==> src/rtl/sar_serial_ctrl.sv <==
module sar_serial_ctrl #(
  parameter int DATA_W      = 10,
  parameter int ADDR_W      = 4,
  parameter int FRAME_LEN   = 10,
  parameter int GUARD_CYC   = 3,
  parameter int SAMPLE_CYC  = 4,
  parameter int CYC_PER_BIT = 4,
  parameter int EXT_CH      = 11
) (
  input  logic              clk,
  input  logic              rst_n,
  input  logic              cs_n,
  input  logic              io_clk,
  input  logic              addr_in,
  input  logic              cmp_in,
  output logic              dout,
  output logic              dout_en,
  output logic [ADDR_W-1:0] ch_sel,
  output logic              sample_hold,
  output logic [DATA_W-1:0] dac_code,
  output logic              done
);
  localparam int CONV_CYC = SAMPLE_CYC + DATA_W * CYC_PER_BIT;
  localparam int CNT_W    = $clog2(CONV_CYC + 1);
  localparam int FCNT_W   = $clog2(FRAME_LEN + 1);
  localparam int GCNT_W   = $clog2(GUARD_CYC + 1);
  localparam int ACNT_W   = $clog2(ADDR_W + 1);
  localparam int PH_W     = $clog2(CYC_PER_BIT);
  localparam int BIT_W    = $clog2(DATA_W);

  logic [1:0] cs_sync, io_sync;
  logic       cs_d, io_d;
  logic [GCNT_W-1:0] guard;
  logic [FCNT_W-1:0] fcnt;
  logic [ACNT_W-1:0] acnt;
  logic [ADDR_W-1:0] addr_sh;
  logic [DATA_W-1:0] sh, result, dac_next;
  logic              busy;
  logic [CNT_W-1:0]  ccnt;
  logic [PH_W-1:0]   ph;
  logic [BIT_W-1:0]  bpos;

  wire cs_s    = cs_sync[1];
  wire io_s    = io_sync[1];
  wire cs_fall = cs_d & ~cs_s;
  wire cs_rise = ~cs_d & cs_s;
  wire io_rise = io_s & ~io_d;
  wire io_fall = ~io_s & io_d;
  wire active  = ~cs_s & (guard == '0) & ~busy & ~cs_fall;
  wire start   = active & io_fall & (fcnt == FCNT_W'(FRAME_LEN - 1));
  wire sampling = ccnt < CNT_W'(SAMPLE_CYC);
  wire trial   = busy & ~sampling & (ph == '0);
  wire decide  = busy & ~sampling & (ph == PH_W'(CYC_PER_BIT - 1));
  wire last    = busy & (ccnt == CNT_W'(CONV_CYC - 1));
  wire [ADDR_W-1:0] ch_map = (addr_sh >= ADDR_W'(EXT_CH)) ? ADDR_W'(EXT_CH) : addr_sh;

  assign dout        = sh[DATA_W-1];
  assign dout_en     = ~cs_s;
  assign sample_hold = busy & sampling;

  always_comb begin
    dac_next = dac_code;
    if (decide)     dac_next[bpos] = cmp_in;
    else if (trial) dac_next[bpos] = 1'b1;
  end

  always_ff @(posedge clk or negedge rst_n) begin
    if (!rst_n) begin
      cs_sync <= 2'b11;
      io_sync <= 2'b00;
      cs_d    <= 1'b1;
      io_d    <= 1'b0;
    end else begin
      cs_sync <= {cs_sync[0], cs_n};
      io_sync <= {io_sync[0], io_clk};
      cs_d    <= cs_s;
      io_d    <= io_s;
    end
  end

  always_ff @(posedge clk or negedge rst_n) begin
    if (!rst_n) begin
      guard <= '0; fcnt <= '0; acnt <= '0; addr_sh <= '0;
      sh <= '0; result <= '0; busy <= 1'b0; ccnt <= '0;
      ph <= '0; bpos <= '0; ch_sel <= '0; dac_code <= '0; done <= 1'b0;
    end else begin
      done <= 1'b0;
      if (guard != '0) guard <= guard - 1'b1;
      if (cs_s) sh <= result;
      if (cs_fall) begin
        guard <= GCNT_W'(GUARD_CYC);
        fcnt  <= '0;
        acnt  <= '0;
      end else if (cs_rise && !busy) begin
        fcnt <= '0;
        acnt <= '0;
      end else if (active) begin
        if (io_rise && acnt < ACNT_W'(ADDR_W)) begin
          addr_sh <= {addr_sh[ADDR_W-2:0], addr_in};
          acnt    <= acnt + 1'b1;
        end
        if (io_fall) begin
          sh <= {sh[DATA_W-2:0], 1'b0};
          if (start) begin
            busy     <= 1'b1;
            ccnt     <= '0;
            ph       <= '0;
            bpos     <= BIT_W'(DATA_W - 1);
            ch_sel   <= ch_map;
            dac_code <= '0;
            fcnt     <= '0;
          end else begin
            fcnt <= fcnt + 1'b1;
          end
        end
      end
      if (busy) begin
        ccnt     <= ccnt + 1'b1;
        dac_code <= dac_next;
        if (!sampling) ph <= ph + 1'b1;
        if (decide && bpos != '0) bpos <= bpos - 1'b1;
        if (last) begin
          busy   <= 1'b0;
          done   <= 1'b1;
          result <= dac_next;
          sh     <= dac_next;
          fcnt   <= '0;
          acnt   <= '0;
        end
      end
    end
  end

  a_r2_hiz_when_deselected: assert property (@(posedge clk) disable iff (!rst_n)
    cs_n && $past(cs_n) && $past(cs_n, 2) |-> !dout_en);
  a_r5_ch_in_range: assert property (@(posedge clk) disable iff (!rst_n)
    ch_sel <= ADDR_W'(EXT_CH));
  a_r5_ch_moves_only_at_start: assert property (@(posedge clk) disable iff (!rst_n)
    !$stable(ch_sel) |-> $rose(busy));
  a_r7_sample_opens_conversion: assert property (@(posedge clk) disable iff (!rst_n)
    $rose(busy) |-> sample_hold);
  a_r7_done_single_cycle: assert property (@(posedge clk) disable iff (!rst_n)
    done |=> !done);
  a_r7_done_ends_conversion: assert property (@(posedge clk) disable iff (!rst_n)
    done |-> $past(busy) && !busy);
  a_r9_abort_no_start: assert property (@(posedge clk) disable iff (!rst_n)
    cs_rise && !busy |=> !busy);
endmodule

==> config.mk <==
export PLATFORM = sky130hd
export DESIGN_NAME = sar_serial_ctrl
export DESIGN_NICKNAME = d
export VERILOG_FILES = /design/src/rtl/sar_serial_ctrl.sv
export SDC_FILE = /design/constraint.sdc
export NUM_CORES = 1
export LEC_CHECK = 0
export ABC_AREA = 1
export CORE_MARGIN = 3
export CORE_UTILIZATION = 50
export DETAILED_ROUTE_END_ITERATION = 6
export HOLD_SLACK_MARGIN = 0.06
export PLACE_DENSITY = 0.72
export SYNTH_ARGS = -nofsm -noshare
export SYNTH_HDL_FRONTEND = slang
export SYNTH_SLANG_ARGS = --single-unit
==> constraint.sdc <==
create_clock -name clk -period 1.33 [get_ports clk]
set_input_delay 0.1995 -clock clk [delete_from_list [all_inputs] [get_ports clk]]
set_output_delay 0.1995 -clock clk [all_outputs]
set_load 0.005 [all_outputs]
# Yosys cells after proc, flatten, opt, wreduce, memory -nomap -nowiden

Cells that the tools add are included.

Bits in registers: 67
Input port bits: 6
Output and inout bits: 18
Word-level logic and storage cells: 136

Add/sub/neg operators: 6
Order comparisons: 5
Eq/ne operators: 5
Multiplexer cells: 63
Bitwise gates (word level): 23
Reductions and logical operators: 17

Operators by type and width:

| cell                                                                   | number |
|---|---|
| 10-bit 2-to-1 mux                                                      | 15 |
| 4-bit 2-to-1 mux                                                       | 15 |
| 6-bit 2-to-1 mux                                                       | 6 |
| 2-bit 2-to-1 mux                                                       | 9 |
| 3-bit 2-to-1 mux                                                       | 6 |
| 1-bit AND                                                              | 14 |
| 10-bit bitwise mux                                                     | 1 |
| 1-bit 2-to-1 mux                                                       | 10 |
| 10-bit bitwise OR                                                      | 1 |
| 5-bit AND reduction                                                    | 2 |
| 2-bit nonzero test                                                     | 5 |
| 1-bit NOT                                                              | 8 |
| 6-bit by 1-bit adder with 6-bit output (second input constant)         | 1 |
| 6-bit equality test (second input constant)                            | 1 |
| 6-bit by 3-bit < comparator with 1-bit output (second input constant)  | 1 |
| 4-bit by 5-bit < comparator with 1-bit output (second input constant)  | 1 |
| 4-bit by 1-bit adder with 4-bit output (second input constant)         | 1 |
| 1-bit demux with 4-bit select                                          | 1 |
| 4-bit equality test (second input constant)                            | 1 |
| 4-bit by 1-bit >= comparator with 1-bit output (second input constant) | 1 |
| 4-bit >= comparator (second input constant)                            | 1 |
| 1-bit logical AND                                                      | 4 |
| 2-bit zero test                                                        | 2 |
| 2-bit inequality test (second input constant)                          | 2 |
| 10 further kinds                                                       | 10 |

# Logic depth before layout (Yosys ltp)

Gate-level depths: netlist of the first run.

Depth after elaboration: 13
Depth in mapped cells: 10
Depth with buffers taken out: 9

# Least setup slack after synthesis of the first run

OpenSTA, ideal clock, no wires.

Path kind: flip-flop to flip-flop
From: register guard[0]
To: register sh[7]
Library setup time: 0.119 ns
Arrival time: 1.347 ns
Setup slack: -0.135 ns
Cell stages (with the launch flop): 11
Path buffers: 1
Path through: dfrtp_1 > inv_1 > ha_1 > nand3_4 > nor2_8 > nand2_2 > buf_6 > nor2_1 > nor2_1 > nand2_1 > nand2_1

Word-level cells in the longest chain between the ends: 9

Ends and longest elaborated chain:

| element                  | line | RTL |
|---|---|---|
| start, declared          | 33   | `logic [GCNT_W-1:0] guard;` |
| start signal, assigned   | 88   | `if (guard != '0) guard <= guard - 1'b1;` |
| start signal, assigned   | 91   | `guard <= GCNT_W'(GUARD_CYC);` |
| 2-bit zero test *        | 49   | `wire active = ~cs_s & (guard == '0) & ~busy & ~cs_fall;` |
| 1-bit AND * (3 in a row) | 49   |  |
| 10-bit 2-to-1 mux *      | 97   | `end else if (active) begin` |
| 10-bit 2-to-1 mux *      | 94   | `end else if (cs_rise && !busy) begin` |
| 10-bit 2-to-1 mux *      | 90   | `if (cs_fall) begin` |
| 10-bit 2-to-1 mux        | 122  | `if (last) begin` |
| 10-bit 2-to-1 mux *      | 117  | `if (busy) begin` |
| end signal, assigned     | 89   | `if (cs_s) sh <= result;` |
| end signal, assigned     | 103  | `sh <= {sh[DATA_W-2:0], 1'b0};` |
| end signal, assigned     | 126  | `sh <= dac_next;` |
| end, declared            | 37   | `logic [DATA_W-1:0] sh, result, dac_next;` |

Every way passes the cells marked *; elsewhere a longest branch is shown, timed or not.
A chain may end at the register's enable or synchronous reset.

# Final worst setup path of the first run

From: register ph[0]
To: register sh[9]

Word-level cells in the longest chain between the ends: 6
Elaborated cells between the ends (all ways): 8
Classes of those cells: eq/ne (1); mux (4); bitwise (2); reduce/logical (1)

Ends and longest elaborated chain:

| element                | line | RTL |
|---|---|---|
| start, declared        | 40   | `logic [PH_W-1:0] ph;` |
| start signal, assigned | 120  | `if (!sampling) ph <= ph + 1'b1;` |
| 2-bit zero test        | 52   | `wire trial = busy & ~sampling & (ph == '0);` |
| 1-bit AND              | 52   |  |
| 10-bit 2-to-1 mux      | 64   | `else if (trial) dac_next[bpos] = 1'b1;` |
| 10-bit 2-to-1 mux *    | 63   | `if (decide) dac_next[bpos] = cmp_in;` |
| 10-bit 2-to-1 mux *    | 122  |  |
| 10-bit 2-to-1 mux *    | 117  |  |

Marks and branches as above.

==> results of run 1 <==
## flip-flops by register name, summed over array words and instances, names as in the netlist
register,count
guard,2
result,10
done,1
fcnt,4
dac_code,10
cs_sync,2
ch_sel,4
io_d,1
ccnt,6
acnt,3
busy,1
bpos,4
ph,2
sh,10
addr_sh,4
io_sync,2
cs_d,1
## timing repair
| action | in CTS | in global routing |
|---|---|---|
| setup buffers | 15 | 5 |
| hold endpoints to repair | 64 | 0 |
| pin swaps | 17 | 41 |
| hold buffers | 1 | 0 |
| endpoints found under the setup margin | 75 | 61 |
| resized for setup | 70 | 69 |
| gates cloned | 1 | 7 |
## through the flow
| stage | instances | hold WS, ns |
|---|---|---|
| 2_1_floorplan | 408 | -0.0961 |
| 3_3_place_gp | 545 | 0.247 |
| 3_5_place_dp | 545 | 0.246 |
| 4_1_cts | 578 | 0.244 |
| 5_1_grt | 590 | 0.252 |
| 6_report | 590 | 0.250 |
## worst reg2reg max path, delay by kind of cell, from the launching register on
kind,cells,cell delay [ns]
flip-flops,1,0.41
adder cells (fa/ha/maj),1,0.17
buffers and inverters,2,0.10
AND/OR/NAND/NOR,4,0.50
AO/OA/AOI/OAI,1,0.27
## power groups by stage
stage / Sequential, W / Clock, W / Combinational (W)
2_1_floorplan: 0.00229 / 0 / 0.000364
3_3_place_gp: 0.00230 / 0 / 0.000536
3_5_place_dp: 0.00231 / 0 / 0.000567
4_1_cts: 0.00228 / 0.00215 / 0.000637
5_1_grt: 0.00231 / 0.00227 / 0.000782
6_report: 0.00229 / 0.00215 / 0.000694
## cells by family after synthesis
kind of cell | Yosys count
and+or+nand+nor | 211
xor gates and xnor gates | 8
DFF | 67
adders and majority gates | 11
buffers and inverters | 63
AOI/OAI and AO/OA | 48
## synthesized netlist by cell type (2+ instances only)
master / instances / area (um2)
clkbuf_1: 2 / 7.51
buf_6: 2 / 22.5
buf_1: 2 / 7.51
nor2_1: 37 / 139
ha_1: 11 / 138
nand2_2: 2 / 12.5
o21bai_1: 2 / 15.0
xor2_1: 7 / 61.3
o21ai_1: 19 / 95.1
buf_2: 8 / 40.0
dfstp_2: 3 / 78.8
inv_2: 4 / 15.0
a21oi_1: 11 / 55.1
nor3_1: 2 / 10.0
inv_1: 44 / 165
o211ai_1: 6 / 45.0
nor2_2: 8 / 50.1
o21ai_0: 8 / 40.0
dfrtp_1: 64 / 1600
nand3_1: 59 / 295
nand4_1: 9 / 56.3
nand2_1: 87 / 327
o211ai_2: 2 / 25.0
## path summary, 6_finish.rpt
kind                                           start                   end  slack (ns)  cells past startpoint
worst max-delay path                 ph[0]$_DFF_PN0_       sh[9]$_DFF_PN0_       -0.20                      8
worst min-delay path                            cs_n  cs_sync[0]$_DFF_PN1_        0.25                      1
worst max register to register       ph[0]$_DFF_PN0_       sh[9]$_DFF_PN0_       -0.20                      8
worst min register to register  io_sync[0]$_DFF_PN0_  io_sync[1]$_DFF_PN0_        0.36                      0
max in group asynchronous                      rst_n        cs_d$_DFF_PN1_        0.61                      3
min in group asynchronous                      rst_n     fcnt[2]$_DFF_PN0_        0.41                      3
## layer usage
metal / track usage (%) / share of wire [%]
met2: 38.7 / 51
met5: 0 / 0
met1: 30.6 / 42
met4: 6.87 / 2.7
met3: 4.93 / 4.3
## cell type report
class	count	area [um2]
clock buffer	10	138
tap	77	96.3
multi-input combinational	279	1960
fill	400	1350
sequential	67	1680
clock inverter	6	113
inverter	48	188
timing repair buffer	103	967
==> impl_metrics.yaml, run 1 <==
pwr:
  total_power_w: 0.00513
  switching_share_pct: 26.2
  p_switching_w: 0.00135
  seqPwrFrac_pct: 44.6
  power_frac_comb_pct: 13.5
  p_clk_share_pct: 41.9
  p_per_area_nw_per_um2: 998
  p_leak_nw: 2.49
  p_int_w: 0.00379
  ir_drop_mv: 0.794
drt:
  drt_drc_violations_left: 0
  dr.first_iter.drc_count: 183
  routedWlPerCell_um: 16.3
  avgViaCountPerCell: 5.44
  wl_um: 9610
  ant_nets: 0
  vias: 3211
  first_pass_iters: 5
worst_setup_path:
  cp_num_buf_inv: 2
  cp_cell_sequence: "inv_1, ha_2, inv_2, nand2_2, nand4_1, o21bai_1, nand3_1, nand2_1"
  cp-start-kind: "flip-flop"
  critPathArrivalTime_ns: 1.81
  worst_setup_path_end_kind: "flip-flop"
  critPathTopFamily: "simple AND/OR/NAND/NOR gates"
  critical_path_required_ns: 1.61
  worstSetupPathType: "reg -> reg"
  cp_slowest_stage_delay_ns: 0.41
  crit_slowest_cell: "dfrtp_1"
  path_max_fanout: 3
final_layout:
  diodes: 0
  fin_util_pct: 79.2
  area_growth_pct: 50.8
  drive_gt1_share_pct: 43.1
  design_area_um2: 5140
  final_nets: 525
  mostFrequentLayoutCell: "nand2_1"
  final_cell_mix: "70 x nand2_1, 64 x dfrtp_1, 58 x buf_4"
clocking:
  clk_pin_slew_worst_paths_ns: 0.08
  cts_tree: "yes"
  cts_sinks: 67
  clock_path_buffers: 2
  cts-root-buf: "clkbuf_8"
  clkLatencyLatePin_ns: 0.35
  numCtsBuffers: 9
  htreeDepth: 3
die:
  core-area_um2: 6490
  start_util_pct: 52.5
  num_rows: 29
  die_h_um: 88.6
  ios: 24
  die_width_um: 88.6
  dieArea_um2: 7850
synthesis:
  synth_fp_nets: 425
  synth_area_um2: 3410
  synth_top_family_by_area: "simple AND/OR/NAND/NOR gates"
  synth-xor-area-share_pct: 2.05
  synth-seq-area-share_pct: 49.3
  ys.flop_type: "dfrtp_1"
  synth_cell_type_count: 32
  synth-seq-cells: 67
  avgSynthCellArea_um2: 8.36
  yosys_warnings: 0
  async_flop_share_pct: 100
  synthSimpleGateAreaFrac_pct: 28.8
  synth_fa_ha_area_share_pct: 4.04
  synth_compound_area_share_pct: 8.07
  synth_edf_count: 0
  synthMuxAreaShare_pct: 0
  synth_cells: 408
sta:
  setup_tns_ns: -8.16
  timing.final.ws_setup_ns: -0.198
  final_max_slew_viol_count: 0
  final-hold-violation-count: 0
  setup_viol: 59
  worstMarginPinSlew_ns: 0.529
  post-route-min-period_ns: 1.53
  fmax_mhz: 654
  relSlewSlack_pct: 64.6
  rsz0062_at_grt: "yes"
  min_period_over_period_pct: 115
  clock_skew_ns: 0.0109
flow_run:
  maxCapViolCount: 0
placed_design:
  globalplace.congestion: 0.835
  io_buffers: 23
  post-place-ws_ns: -0.178
  dpl_cell_area_um2: 4200
  place_hpwl_um: 5220
global_routing:
  globalRouteOverflowTotal: 0
  track_usage_pct: 23.3
  grt_pass1_vias: 3000
  grt_pass1_wl_um: 14000
  antenna_found_initial: 0
  grt_max_degree: 68
run_status:
  violations: "setup timing"
  status: "complete, but fails checks"
hold_path:
  hold_path_class: "in -> reg"
Power figures use the tool's default switching activity.
==> run 2: changes to the inputs <==
--- a/config.mk
+++ b/config.mk
@@ -11,6 +11,7 @@
 export DETAILED_ROUTE_END_ITERATION = 6
 export HOLD_SLACK_MARGIN = 0.06
 export PLACE_DENSITY = 0.72
+export SKIP_CTS_REPAIR_TIMING = 1
 export SYNTH_ARGS = -nofsm -noshare
 export SYNTH_HDL_FRONTEND = slang
 export SYNTH_SLANG_ARGS = --single-unit
==> run 2 against run 1 <==
Against the previous run:
- the run still ends with setup timing left
- global-route usage is 2.0 points lower
- register-to-register slack better by 0.05 ns
- via count down 5.2%
- die area is the same
- first-iteration DRC count shrank 33%
- critical path depth is 1 higher
- wire length shrank 13%
- count of clock-buffer cells in the layout unchanged
- design area decreased by 4.1%
- clock skew is essentially flat
==> impl_metrics.yaml, run 2 (same netlist as run 1, synthesis figures left out) <==
run_status:
  status: "complete, but fails checks"
  violations: "setup timing"
worst_setup_path:
  regToRegSetupSlack_ns: -0.15
  cp_num_buf_inv: 2
  critPathTopFamily: "simple AND/OR/NAND/NOR gates"
  cp_slowest_stage_delay_ns: 0.53
  cp_common_cell: "nand2_1"
  crit_slowest_cell: "dfstp_2"
  cp-start-kind: "flip-flop"
  critPathArrivalTime_ns: 1.73
  critical_path_required_ns: 1.58
  cp_cell_sequence: "buf_4, nor2_4, nor2_8, nand2_4, clkbuf_16, nor2_2, nor2_1, nand2_1, nand2_1"
  worstSetupPathType: "reg -> reg"
  path_max_fanout: 6
  worst_setup_path_end_kind: "flip-flop"
global_routing:
  antenna_found_initial: 0
  track_usage_pct: 21.3
  globalRouteOverflowTotal: 0
  grt_pass1_wl_um: 12900
  grt_pass1_vias: 2819
  grt_max_degree: 68
pwr:
  p_clk_share_pct: 42.4
  p_per_area_nw_per_um2: 1020
  ir_drop_mv: 0.698
  seqPwrFrac_pct: 45.5
  p_switching_w: 0.00126
  total_power_w: 0.00501
  power_frac_comb_pct: 12.2
  p_int_w: 0.00375
  switching_share_pct: 25.1
  p_leak_nw: 2.51
sta:
  final-hold-violation-count: 0
  timing.final.ws_setup_ns: -0.153
  min_period_over_period_pct: 111
  rsz0062_at_grt: "yes"
  final_max_slew_viol_count: 0
  worstMarginPinSlew_ns: 0.354
  clock_skew_ns: 0.0109
  whs_ns: 0.256
  post-route-min-period_ns: 1.48
  fmax_mhz: 674
  relSlewSlack_pct: 76.4
  setup_viol: 57
die:
  dieArea_um2: 7850
  start_util_pct: 52.5
  die_h_um: 88.6
  core-area_um2: 6490
  num_rows: 29
  ios: 24
  die_width_um: 88.6
clocking:
  clk_pin_slew_worst_paths_ns: 0.08
  clock_path_buffers: 2
  cts_sinks: 67
  htreeDepth: 3
  clkLatencyLatePin_ns: 0.35
  numCtsBuffers: 9
  cts_tree: "yes"
  cts-root-buf: "clkbuf_8"
final_layout:
  drive_gt1_share_pct: 36.0
  fin_cells: 580
  diodes: 0
  mostFrequentLayoutCell: "nand2_1"
  area_growth_pct: 44.6
  final_nets: 515
  top_regs: "dac_code x10, result x10, sh x10"
  final_cell_mix: "79 x nand2_1, 64 x dfrtp_1, 60 x buf_4"
drt:
  vias: 3045
  routedWlPerCell_um: 14.5
  first_pass_iters: 4
  dr.first_iter.drc_count: 123
  wl_um: 8380
  avgViaCountPerCell: 5.25
  drt_drc_violations_left: 0
  ant_nets: 0
placed_design:
  place_hpwl_um: 5220
  globalplace.congestion: 0.835
  io_buffers: 23
  dp_cells: 545
flow_run:
  maxCapViolCount: 0
hold_path:
  hold_path_class: "in -> reg"
==> run 2: changes by cell type in the layout (fill, tap and decap cells not counted), sizes merged <==
cell and delta:
dlygate4sd2 -16, clkbuf -2, buf -9, dlymetal6s2s +18
nand3 -1
==> run 2: layout make-up <==
class,instances,area [um2]
Sequential cell,67,1680
Clock inverter,6,113
Inverter,48,188
Timing Repair Buffer,94,906
Multi-Input combinational cell,278,1810
Fill cell,428,1560
Tap cell,77,96.3
Clock buffer,10,138
==> run 2: power by group through the flow <==
stage / clock network, W / registers [W] / logic (W)
after floorplan: 0 / 0.00229 / 0.000364
after CTS: 0.00215 / 0.00227 / 0.000572
final: 0.00212 / 0.00228 / 0.000609
after global placement: 0 / 0.00230 / 0.000536
after global routing: 0.00224 / 0.00229 / 0.000691
after detailed placement: 0 / 0.00231 / 0.000567
==> run 2: per-layer routing <==
| metal | global-route usage [%] | vias to the layer above | part of all wire [%] |
|---|---|---|---|
| met5 | 0 | - | 0 |
| met1 | 29.3 | 1479 | 45 |
| met2 | 33.9 | 49 | 51 |
| met3 | 4.75 | 14 | 3.0 |
| met4 | 5.77 | 0 | 1.4 |
| li1 | - | 1503 | - |
==> run 2: path summary, 6_finish.rpt <==
kind | from | depth (start not counted) | endpoint
setup / recovery | cs_sync[1]$_DFF_PN1_ | 9 | sh[3]$_DFF_PN0_
hold / removal | cs_n | 1 | cs_sync[0]$_DFF_PN1_
setup reg to reg | cs_sync[1]$_DFF_PN1_ | 9 | sh[3]$_DFF_PN0_
hold reg to reg | io_sync[0]$_DFF_PN0_ | 0 | io_sync[1]$_DFF_PN0_
max in group asynchronous | rst_n | 3 | cs_d$_DFF_PN1_
min in group asynchronous | rst_n | 3 | fcnt[2]$_DFF_PN0_
==> run 2: through the flow <==
stage          cell area, um2  setup TNS, ns  util (%)  worst slack [ns]
3_5_place_dp             4200          -4.44      64.7            -0.178
6_report                 4930          -4.68      75.9            -0.153
2_1_floorplan            3550         -0.813         -           -0.0666
5_1_grt                  4930          -9.22      75.9            -0.244
4_1_cts                  4450          -7.81      68.6            -0.559
3_3_place_gp             4200          -2.95      64.7            -0.153
==> run 3: changes to the inputs <==
--- a/config.mk
+++ b/config.mk
@@ -9,7 +9,8 @@
 export CORE_MARGIN = 3
 export CORE_UTILIZATION = 50
 export DETAILED_ROUTE_END_ITERATION = 6
-export HOLD_SLACK_MARGIN = 0.06
+export GPL_TIMING_DRIVEN = 0
+export HOLD_SLACK_MARGIN = 0.12
 export PLACE_DENSITY = 0.72
 export SKIP_CTS_REPAIR_TIMING = 1
 export SYNTH_ARGS = -nofsm -noshare
==> run 3 against run 2 <==
Against the previous run:
- hold slack improved by 0.019 ns
- clock skew shrank 0.0053 ns
- utilization decreased by 4.7 points
- clock power is 18% lower
- combinational power shrank 10%
- via count is 1.8% lower
- the run still ends with setup timing left
==> impl_metrics.yaml, run 3 (same netlist as run 1, synthesis figures left out) <==
drt:
  ant_nets: 0
  routedWlPerCell_um: 14.7
  wl_um: 8250
  first_pass_iters: 4
  wl_met3_um: 364
  dr_wl_met2_um: 3970
  wl_met1_um: 3790
  routed.top_layer: "met4"
  drt_drc_violations_left: 0
  dr.first_iter.drc_count: 153
  avgViaCountPerCell: 5.33
  vias: 2989
flow_run:
  maxCapViolCount: 0
final_layout:
  final_nets: 496
  diodes: 0
  drive_gt1_share_pct: 32.9
  final_cell_mix: "79 x nand2_1, 61 x dfrtp_1, 35 x inv_1"
  fin_util_pct: 71.3
  area_growth_pct: 35.7
  mostFrequentLayoutCell: "nand2_1"
  n_fill_cell: 483
  top_regs: "dac_code x10, result x10, sh x10"
  design_area_um2: 4630
worst_setup_path:
  worst_setup_path_end_kind: "output pin"
  worstSetupPathType: "reg -> out"
  path_max_fanout: 10
  cp-start-kind: "flip-flop"
  critical_path_required_ns: 1.13
  critPathArrivalTime_ns: 1.41
clocking:
  clk_pin_slew_worst_paths_ns: 0.07
  cts_sinks: 67
  cts-root-buf: "clkbuf_8"
  clkLatencyLatePin_ns: 0.35
  numCtsBuffers: 9
  cts_tree: "yes"
  clock_path_buffers: 2
  htreeDepth: 3
die:
  dieArea_um2: 7850
  ios: 24
  die_width_um: 88.6
  core-area_um2: 6490
  start_util_pct: 52.5
  num_rows: 29
  die_h_um: 88.6
global_routing:
  track_usage_pct: 21.9
  grt_pass1_vias: 2789
  grt_pass1_wl_um: 13200
  grt_max_degree: 68
  globalRouteOverflowTotal: 0
  antenna_found_initial: 0
placed_design:
  globalplace.congestion: 0.874
  io_buffers: 23
  place_hpwl_um: 5270
  dpl_cell_area_um2: 3870
  post-place-ws_ns: -0.590
sta:
  worstMarginPinSlew_ns: 0.840
  min_period_over_period_pct: 121
  timing.final.ws_setup_ns: -0.283
  setup_tns_ns: -10.06
  setup_viol: 59
  rsz0062_at_grt: "yes"
  final-hold-violation-count: 0
  whs_ns: 0.275
  post-route-min-period_ns: 1.61
  relSlewSlack_pct: 44.0
  clock_skew_ns: 0.00554
  fmax_mhz: 620
  final_max_slew_viol_count: 0
pwr:
  p_int_w: 0.00332
  p_switching_w: 0.00123
  p_clk_share_pct: 37.9
  seqPwrFrac_pct: 50.1
  power_frac_comb_pct: 12.0
  p_per_area_nw_per_um2: 983
  ir_drop_mv: 0.826
  switching_share_pct: 27.1
  p_leak_nw: 2.33
run_status:
  violations: "setup timing"
  status: "complete, but fails checks"
hold_path:
  hold_path_class: "in -> reg"
## run 3: power groups by stage
stage	combinational [W]	sequential (W)	clock, W
2_1_floorplan	0.000364	0.00229	0
3_3_place_gp	0.000476	0.00231	0
3_5_place_dp	0.000495	0.00232	0
4_1_cts	0.000496	0.00228	0.00175
5_1_grt	0.000642	0.00230	0.00186
6_report	0.000546	0.00228	0.00173
## run 3: final cells by class
| type | instances | area, um2 | share of cell area (%) |
|---|---|---|---|
| plain buffers | 15 | 156 | 3.38 |
| inverters | 48 | 185 | 4.00 |
| repair buffers | 60 | 574 | 12.4 |
| clock buffers | 11 | 141 | 3.05 |
| flip-flops and latches | 67 | 1680 | 36.4 |
| clock inverters | 5 | 52.6 | 1.14 |
| well taps | 77 | 96.3 | 2.08 |
| multi-input cells | 278 | 1740 | 37.6 |
## run 3: worst max-delay path, stage by stage (launching register included)
cell and delay [ns]:
dfrtp_2 0.45, nor2_2 0.14, nand2_2 0.11, buf_6 0.16, nor2_1 0.08, clkbuf_2 0.11
## run 3: per-stage QoR
stage / total power, W / instances
after floorplan: 0.00266 / 408
after global placement: 0.00278 / 508
after detailed placement: 0.00281 / 508
after CTS: 0.00452 / 524
after global routing: 0.00480 / 561
final: 0.00455 / 561
## run 3: worst paths after layout
path	startpoint	endpoint	slack, ns	depth (start not counted)
min in group asynchronous	rst_n	fcnt[0]$_DFF_PN0_	0.49	2
worst min register to register	cs_sync[0]$_DFF_PN1_	cs_sync[1]$_DFF_PN1_	0.35	0
worst max register to register	cs_sync[1]$_DFF_PN1_	ccnt[4]$_DFFE_PN0P_	-0.24	7
worst min-delay path	cs_n	cs_sync[0]$_DFF_PN1_	0.28	1
max in group asynchronous	rst_n	bpos[2]$_DFF_PN0_	0.24	2
worst max-delay path	ccnt[3]$_DFFE_PN0P_	sample_hold	-0.28	5
## run 3: per-layer routing
layer | vias to the layer above | global-route usage, %
met1 | 1426 | 30.7
met4 | 0 | 10.3
met3 | 12 | 4.00
li1 | 1470 | -
met2 | 81 | 33.0
met5 | - | 0
